<file path="src/rtl/reg_scoreboard.sv">
module reg_scoreboard #(
  parameter int NREGS = 32,
  localparam int IW = $clog2(NREGS)
) (
  input  logic          clk,
  input  logic          rst_n,
  input  logic          rr_valid,
  input  logic [IW-1:0] rr_src_a,
  input  logic [IW-1:0] rr_src_b,
  input  logic [IW-1:0] rr_dst,
  input  logic          rr_writes,
  input  logic          rr_wrong_path,
  input  logic          wb_valid,
  input  logic [IW-1:0] wb_dst,
  output logic          stall,
  output logic          issue
);

  logic [NREGS-1:0] busy;
  logic [NREGS-1:0] set_mask, clr_mask;
  logic             live, dep;

  assign live  = rr_valid && !rr_wrong_path;
  assign dep   = busy[rr_src_a] || busy[rr_src_b];
  assign stall = live && dep;
  assign issue = live && !dep;

  always_comb begin
    set_mask = '0;
    clr_mask = '0;
    if (issue && rr_writes && rr_dst != '0) set_mask[rr_dst] = 1'b1;
    if (wb_valid) clr_mask[wb_dst] = 1'b1;
  end

  always_ff @(posedge clk) begin
    if (!rst_n) busy <= '0;
    else        busy <= ((busy & ~clr_mask) | set_mask) & ~{{(NREGS-1){1'b0}}, 1'b1};
  end

  AST_R0_NEVER_BUSY: assert property (@(posedge clk) disable iff (!rst_n)
    !busy[0]);
  AST_STALL_ISSUE_EXCL: assert property (@(posedge clk) disable iff (!rst_n)
    !(stall && issue));
  AST_FLUSH_QUIET: assert property (@(posedge clk) disable iff (!rst_n)
    rr_wrong_path |-> !stall && !issue);
  AST_SET_WINS: assert property (@(posedge clk) disable iff (!rst_n)
    issue && rr_writes && rr_dst != '0 |=> busy[$past(rr_dst)]);
  AST_CLEAR_TAKES: assert property (@(posedge clk) disable iff (!rst_n)
    wb_valid && !(issue && rr_writes && rr_dst == wb_dst) |=> !busy[$past(wb_dst)]);
  AST_NOWRITE_STABLE: assert property (@(posedge clk) disable iff (!rst_n)
    !wb_valid && !(issue && rr_writes) |=> $stable(busy));

endmodule

</file>
<file path="config.mk">
export PLATFORM = sky130hd
export DESIGN_NAME = reg_scoreboard
export DESIGN_NICKNAME = d
export VERILOG_FILES = /design/src/rtl/reg_scoreboard.sv
export SDC_FILE = /design/constraint.sdc
export NUM_CORES = 1
export LEC_CHECK = 0
export ABC_AREA = 1
export CAP_MARGIN = 20
export CORE_AREA = 2 2 91 93
export DETAILED_ROUTE_END_ITERATION = 7
export DIE_AREA = 0 0 93 95
export MAX_ROUTING_LAYER = met4
export PLACE_DENSITY = 0.59
export RECOVER_POWER = 50
export SETUP_SLACK_MARGIN = 0.5
export SYNTH_ARGS = -nofsm -noshare
export SYNTH_HDL_FRONTEND = slang
export SYNTH_SLANG_ARGS = --single-unit
</file>
<file path="constraint.sdc">
create_clock -name clk -period 2.3 [get_ports clk]
set_input_delay 0.46 -clock clk [delete_from_list [all_inputs] [get_ports clk]]
set_output_delay 0.46 -clock clk [all_outputs]
set_load 0.005 [all_outputs]
</file>
==> flow_metrics.py, run 1 <==
metrics = {
    "finish": {
        "diodes": 0,
        "area_growth_pct": 20.78,
        "fin_util_pct": 38.53,
        "top_register": "busy",
        "drive_gt1_share_pct": 28.08,
        "reg_top3": "busy x31",
        "layout.nets": 431,
        "largest_register_ffs": 31,
        "stdcell_area_um2": 3054,
        "fin_cells": 511,
    },
    "worst_setup_path": {
        "cp-startpoint": "rr_src_a[0]",
        "r2r-start": "busy[15]$_SDFF_PN0_",
        "r2r_end": "busy[20]$_SDFF_PN0_",
        "reg2reg_slack_ns": 0.36,
        "cp_cell_sequence": "buf_12 -> buf_8 -> o211ai_1 -> nand3_1 -> nand3_1 -> nand3_1 -> nand2_2 -> nand2_4 -> nor2_8 -> buf_6",
        "cp.required_ns": 1.84,
        "reg2reg_depth": 11,
        "crit_arrival_ns": 1.55,
        "endpoint_kind": "output port",
        "worst-path-buf-inv": 3,
        "crit_type": "input pin to output port",
        "cp_top_family": "simple AND/OR/NAND/NOR gates",
        "path_max_fanout": 7,
        "cpMaxStageDelayCell": "o211ai_1",
        "worst_path_most_repeated_cell": "nand3_1",
        "start_kind": "input pin",
        "slowest_delay_ns": 0.18,
    },
    "grt": {
        "grt_max_degree": 32,
        "track_usage_pct": 17.45,
        "grt_pass1_vias": 2344,
        "grt_pass1_wl_um": 11690,
        "grt-ovfl-total": 0,
        "antenna_found_initial": 0,
    },
    "synth": {
        "synth.avg_cell_area_um2": 6.779,
        "synth_top_area_share_pct": 24.54,
        "synth_edf_count": 0,
        "ys.flop_type": "dfxtp_1",
        "synth_common_cells": "nand2_1 (72), nand3_1 (72), inv_1 (39)",
        "netlist_instances": 373,
        "syn_nets": 399,
        "synth_top_area_cell": "dfxtp_1",
        "synth_area_um2": 2529,
        "synth_seq_area_share_pct": 24.54,
        "ys_seq_elements": 31,
        "synthArstFlopShare_pct": 0,
        "synth.distinct_cells": 23,
        "ys_top_cells_by_area": "dfxtp_1 (25%), nand3_1 (14%), nand3_2 (11%), nand2_1 (11%), a21oi_2 (10%)",
        "yosysWarnings": 0,
    },
    "timing": {
        "maxSlewViolCount": 0,
        "layout_setup_ws_ns": 0.2897,
        "setup_viol": 0,
        "finClkSkew_ns": 0.001944,
        "rsz0062_at_grt": "yes",
        "holdWs_ns": 0.4946,
        "min_period_ns": 2.010,
        "maxClockFrequency_mhz": 497.4,
        "finalHoldViolations": 0,
        "max-slew-margin-rel_pct": 66.90,
        "tightest_slew_ns": 0.4966,
        "tns_ns": 0,
        "fin_crit_sh_pct": 87.40,
    },
    "power": {
        "pwr_density_cell_nw_per_um2": 420.6,
        "switching_share_pct": 28.00,
        "power_frac_clock_pct": 36.0,
        "seq_power_share_pct": 41.9,
        "switching_power_uw": 359.6,
        "p_int_uw": 924.8,
        "p_leak_nw": 1.126,
        "power_frac_comb_pct": 22.0,
        "power_mw": 1.284,
        "ir_worst_vdd_v": 0.0001667,
    },
    "floorplan": {
        "die-area_um2": 8835,
        "io_pins": 28,
        "die_w_um": 93,
        "core_area_um2": 7928,
        "rows": 33,
        "start_util_pct": 31.90,
        "fp.dieH_um": 95,
    },
    "worst_hold_path": {
        "min_path_type": "flop to flop",
        "min_to": "busy[6]$_SDFF_PN0_",
        "whs_path_depth": 2,
        "min_from": "busy[6]$_SDFF_PN0_",
    },
    "drt": {
        "drt_wl_total_um": 7032,
        "routed-wl-met3_um": 267,
        "vias": 2524,
        "wl_met1_um": 3402,
        "drtIter0Drc": 149,
        "via_per_inst": 4.939,
        "first_pass_iters": 4,
        "wl_per_cell_um": 13.76,
        "maxUsedRoutingLayer": "met4",
        "ant_nets": 0,
        "wl_met2_um": 3277,
        "drc_errors": 0,
    },
    "placed_design": {
        "place_inst": 500,
        "place_area_um2": 2872,
        "dp_slack_ns": -0.6008,
        "dp_hpwl_um": 5416,
        "gp_congestion": 0.8833,
        "io_buffers": 27,
    },
    "cts": {
        "cts_max_path_buffers": 2,
        "clkSinkCount": 31,
        "clkTransAtPathRegs_ns": 0.06,
        "clk_latency_ns": 0.28,
        "numCtsBuffers": 5,
        "cts-root-buf": "clkbuf_8",
        "cts_tree": "done",
        "ctsHtreeMaxLevel": 2,
    },
    "status": {
        "status": "finished, final reports clean",
    },
    "flow_run": {
        "drv_cap": 0,
    },
}
-- kinds of logic after synthesis --
kind of cell,after synthesis,share of synthesized area [%]
and+or+nand+nor,217,44.73
buffers and inverters,60,13.46
AOI/OAI and AO/OA,65,17.27
DFF,31,24.54
-- layer usage --
layer	vias to the layer above	GRT usage, %
met5	-	-
met1	1142	23.27
met4	0	7.598
met2	69	27.05
met3	8	1.596
li1	1305	-
-- placed cells by master (no fill, tap or decap) --
| cell type | n |
|---|---|
| a21oi_1 | 2 |
| a21oi_2 | 30 |
| buf_12 | 4 |
| buf_16 | 1 |
| buf_2 | 3 |
| buf_4 | 6 |
| buf_6 | 5 |
| buf_8 | 1 |
| clkbuf_1 | 1 |
| clkbuf_2 | 1 |
| clkbuf_4 | 1 |
| clkbuf_8 | 7 |
| clkdlybuf4s50_1 | 17 |
| dfxtp_1 | 16 |
| dfxtp_2 | 15 |
| dlygate4sd2_1 | 3 |
| inv_1 | 37 |
| inv_2 | 2 |
| inv_4 | 2 |
| inv_8 | 2 |
| nand2_1 | 71 |
| nand2_2 | 7 |
| nand2_4 | 1 |
| nand3_1 | 76 |
| nand3_2 | 25 |
| nand3b_1 | 1 |
| nor2_1 | 34 |
| nor2_8 | 1 |
| o211ai_1 | 1 |
| o21ai_0 | 32 |
| or2_0 | 1 |
-- timing repair --
action	in CTS	in global routing
resized for setup	60	23
setup endpoints to repair	33	33
gates cloned	2	0
hold buffers	0	0
setup buffers	1	0
pin swaps	15	15
-- cell type report --
class	instances	area (um^2)
multi-input cells	282	1554
clock buffers	8	100.1
fillers	869	4873
well taps	105	131.4
flip-flops and latches	31	639.4
repair buffers	42	447.9
inverters	43	181.4
-- power by group through the flow --
stage	Clock [mW]	Sequential [mW]	Combinational, mW
floorplan	0	0.550	0.175
global placement	0	0.551	0.260
detailed placement	0	0.551	0.262
CTS	0.474	0.539	0.282
global route	0.504	0.538	0.309
finish	0.463	0.539	0.283
-- tightest hold or removal path: cells and delay by family (launching register included) --
family	cells	cell delay [ns]
compound gates	2	0.13
flops	1	0.32
-- worst max-delay path by stage --
stage | endpoint | slack, ns | cells past startpoint
floorplan | issue | 0.31 | 12
global placement | issue | -0.60 | 11
detailed placement | issue | -0.60 | 11
CTS | issue | 0.25 | 10
global route | issue | 0.21 | 12
finish | issue | 0.29 | 10
No activity file was read; power rests on OpenSTA's default activity.
==> inputs of run 2 (changes only) <==
==> constraint.sdc (replaced) <==
create_clock -name clk -period 2.3 [get_ports clk]
set_input_delay 0.345 -clock clk [delete_from_list [all_inputs] [get_ports clk]]
set_output_delay 0.345 -clock clk [all_outputs]
set_load 0.005 [all_outputs]
==> flow_metrics.py, run 2 (same netlist as run 1, synthesis figures left out) <==
metrics = {
    "timing": {
        "layout_setup_ws_ns": 0.3323,
        "tightest_slew_ns": 0.5031,
        "finClkSkew_ns": 0.003367,
        "maxClockFrequency_mhz": 508.2,
        "fin_crit_sh_pct": 85.55,
        "max-slew-margin-rel_pct": 66.46,
        "setup_viol": 0,
        "rsz0062_at_grt": "yes",
        "tns_ns": 0,
        "min_period_ns": 1.968,
        "finalHoldViolations": 0,
        "maxSlewViolCount": 0,
    },
    "power": {
        "power_mw": 1.279,
        "switching_share_pct": 28.51,
        "power_frac_clock_pct": 36.4,
        "power_frac_comb_pct": 21.5,
        "p_int_uw": 914.1,
        "switching_power_uw": 364.6,
        "ir_worst_vdd_v": 0.0002005,
        "pwr_density_cell_nw_per_um2": 423.5,
        "seq_power_share_pct": 42.1,
        "p_leak_nw": 1.103,
    },
    "placed_design": {
        "gp_congestion": 0.8848,
        "dp_hpwl_um": 5507,
        "place_inst": 499,
        "dp_slack_ns": -0.4328,
        "io_buffers": 27,
    },
    "status": {
        "status": "finished, final reports clean",
    },
    "floorplan": {
        "io_pins": 28,
        "start_util_pct": 31.90,
        "fp.dieH_um": 95,
        "die_w_um": 93,
        "die-area_um2": 8835,
        "core_area_um2": 7928,
        "rows": 33,
    },
    "finish": {
        "layout.nets": 429,
        "regArea_um2": 653.1,
        "diodes": 0,
        "top_register": "busy",
        "area_growth_pct": 19.40,
        "largest_register_ffs": 31,
        "multi_input_area_um2": 1556,
        "layout_commonest_cell": "nand3_1",
        "reg_top3": "busy x31",
        "fin_cells": 509,
        "drive_gt1_share_pct": 30.94,
        "final_cell_mix": "nand3_1 (76), nand2_1 (70), inv_1 (34), nor2_1 (34), o21ai_0 (32)",
        "nFillCells": 857,
    },
    "cts": {
        "post_cts_buffers": 0,
        "clkTransAtPathRegs_ns": 0.06,
        "clkSinkCount": 31,
        "clk_latency_ns": 0.28,
        "cts_max_path_buffers": 2,
        "cts-root-buf": "clkbuf_8",
        "holdBufCountCts": 0,
        "numCtsBuffers": 5,
        "ctsHtreeMaxLevel": 2,
        "cts_tree": "done",
    },
    "worst_setup_path": {
        "cp_cell_sequence": "or2_0 -> nand2_1 -> nand3_1 -> nand3_1 -> nand3_1 -> nand2_1 -> nand2_4 -> nor2_8 -> clkbuf_4 -> nand3_2 -> a21oi_2",
        "endpoint_kind": "flop",
        "worst_path_most_repeated_cell": "nand3_1",
        "crit_type": "flop to flop",
        "path_max_fanout": 31,
        "cpMaxStageDelayCell": "clkbuf_4",
        "cp.required_ns": 2.51,
        "crit_arrival_ns": 2.17,
        "slowest_delay_ns": 0.43,
        "start_kind": "flop",
    },
    "drt": {
        "via_per_inst": 5.071,
        "vias": 2581,
        "first_pass_iters": 4,
        "ant_nets": 0,
        "drt_wl_total_um": 7549,
        "wl_per_cell_um": 14.83,
        "drtIter0Drc": 148,
        "drc_errors": 0,
    },
    "grt": {
        "track_usage_pct": 18.45,
        "antenna_found_initial": 0,
        "grt-ovfl-total": 0,
        "grt_pass1_wl_um": 12570,
        "grt_pass1_vias": 2444,
        "grt_max_degree": 32,
    },
    "worst_hold_path": {
        "min_path_type": "flop to flop",
    },
    "flow_run": {
        "drv_cap": 0,
    },
}
## run 2: cell types whose count changed in the layout (fill, tap and decap cells not counted), moves of 2 or more
cell,delta
dfxtp_1,-11
inv_1,-3
inv_2,+4
buf_12,-2
dfxtp_2,+11
## run 2: area by class of cell
| class | instances | area share, % |
|---|---|---|
| timing repair buffer | 40 | 13.30 |
| tap | 105 | 4.351 |
| sequential | 31 | 21.63 |
| clock buffer | 8 | 3.315 |
| multi-input combinational | 282 | 51.55 |
| inverter | 43 | 5.843 |
## run 2: worst paths after layout
path,start,endpoint,slack (ns),cells after the start
hold / removal,busy[9]$_SDFF_PN0_,busy[9]$_SDFF_PN0_,0.52,2
setup reg to reg,busy[15]$_SDFF_PN0_,busy[21]$_SDFF_PN0_,0.33,11
hold reg to reg,busy[9]$_SDFF_PN0_,busy[9]$_SDFF_PN0_,0.52,2
setup / recovery,busy[15]$_SDFF_PN0_,busy[21]$_SDFF_PN0_,0.33,11
## run 2: per-layer routing
layer	up-vias	GRT usage (%)	part of all wire, %
met5	-	-	0
met4	0	6.250	1.8
met3	12	1.836	4.9
met2	83	29.11	46
met1	1190	24.79	47
li1	1296	-	-
## run 2: per-stage QoR
stage	util [%]	hold slack, ns	instance area [um^2]
3_5_place_dp	36.13	0.5038	2864
2_1_floorplan	-	0.4532	2529
5_1_grt	38.08	0.5279	3019
3_3_place_gp	36.13	0.5024	2864
6_report	38.08	0.5155	3019
4_1_cts	38.02	0.5140	3014
## run 2: critical path, delay by kind of cell (launching register included)
family	cells	cell delay [ns]
AND/OR/NAND/NOR	9	0.96
flip-flops	1	0.33
buffers and inverters	1	0.43
AO/OA/AOI/OAI	1	0.15
## run 2: power groups by stage
stage	clock [mW]	sequential, mW	combinational, mW
finish	0.465	0.539	0.275
CTS	0.469	0.539	0.272
detailed placement	0	0.551	0.264
global route	0.495	0.538	0.300
floorplan	0	0.550	0.175
global placement	0	0.551	0.261
## run 2: timing repair
action,in CTS,in global routing
cloned,1,1
pin swaps,9,6
resized for setup,49,33
setup endpoints to repair,33,33
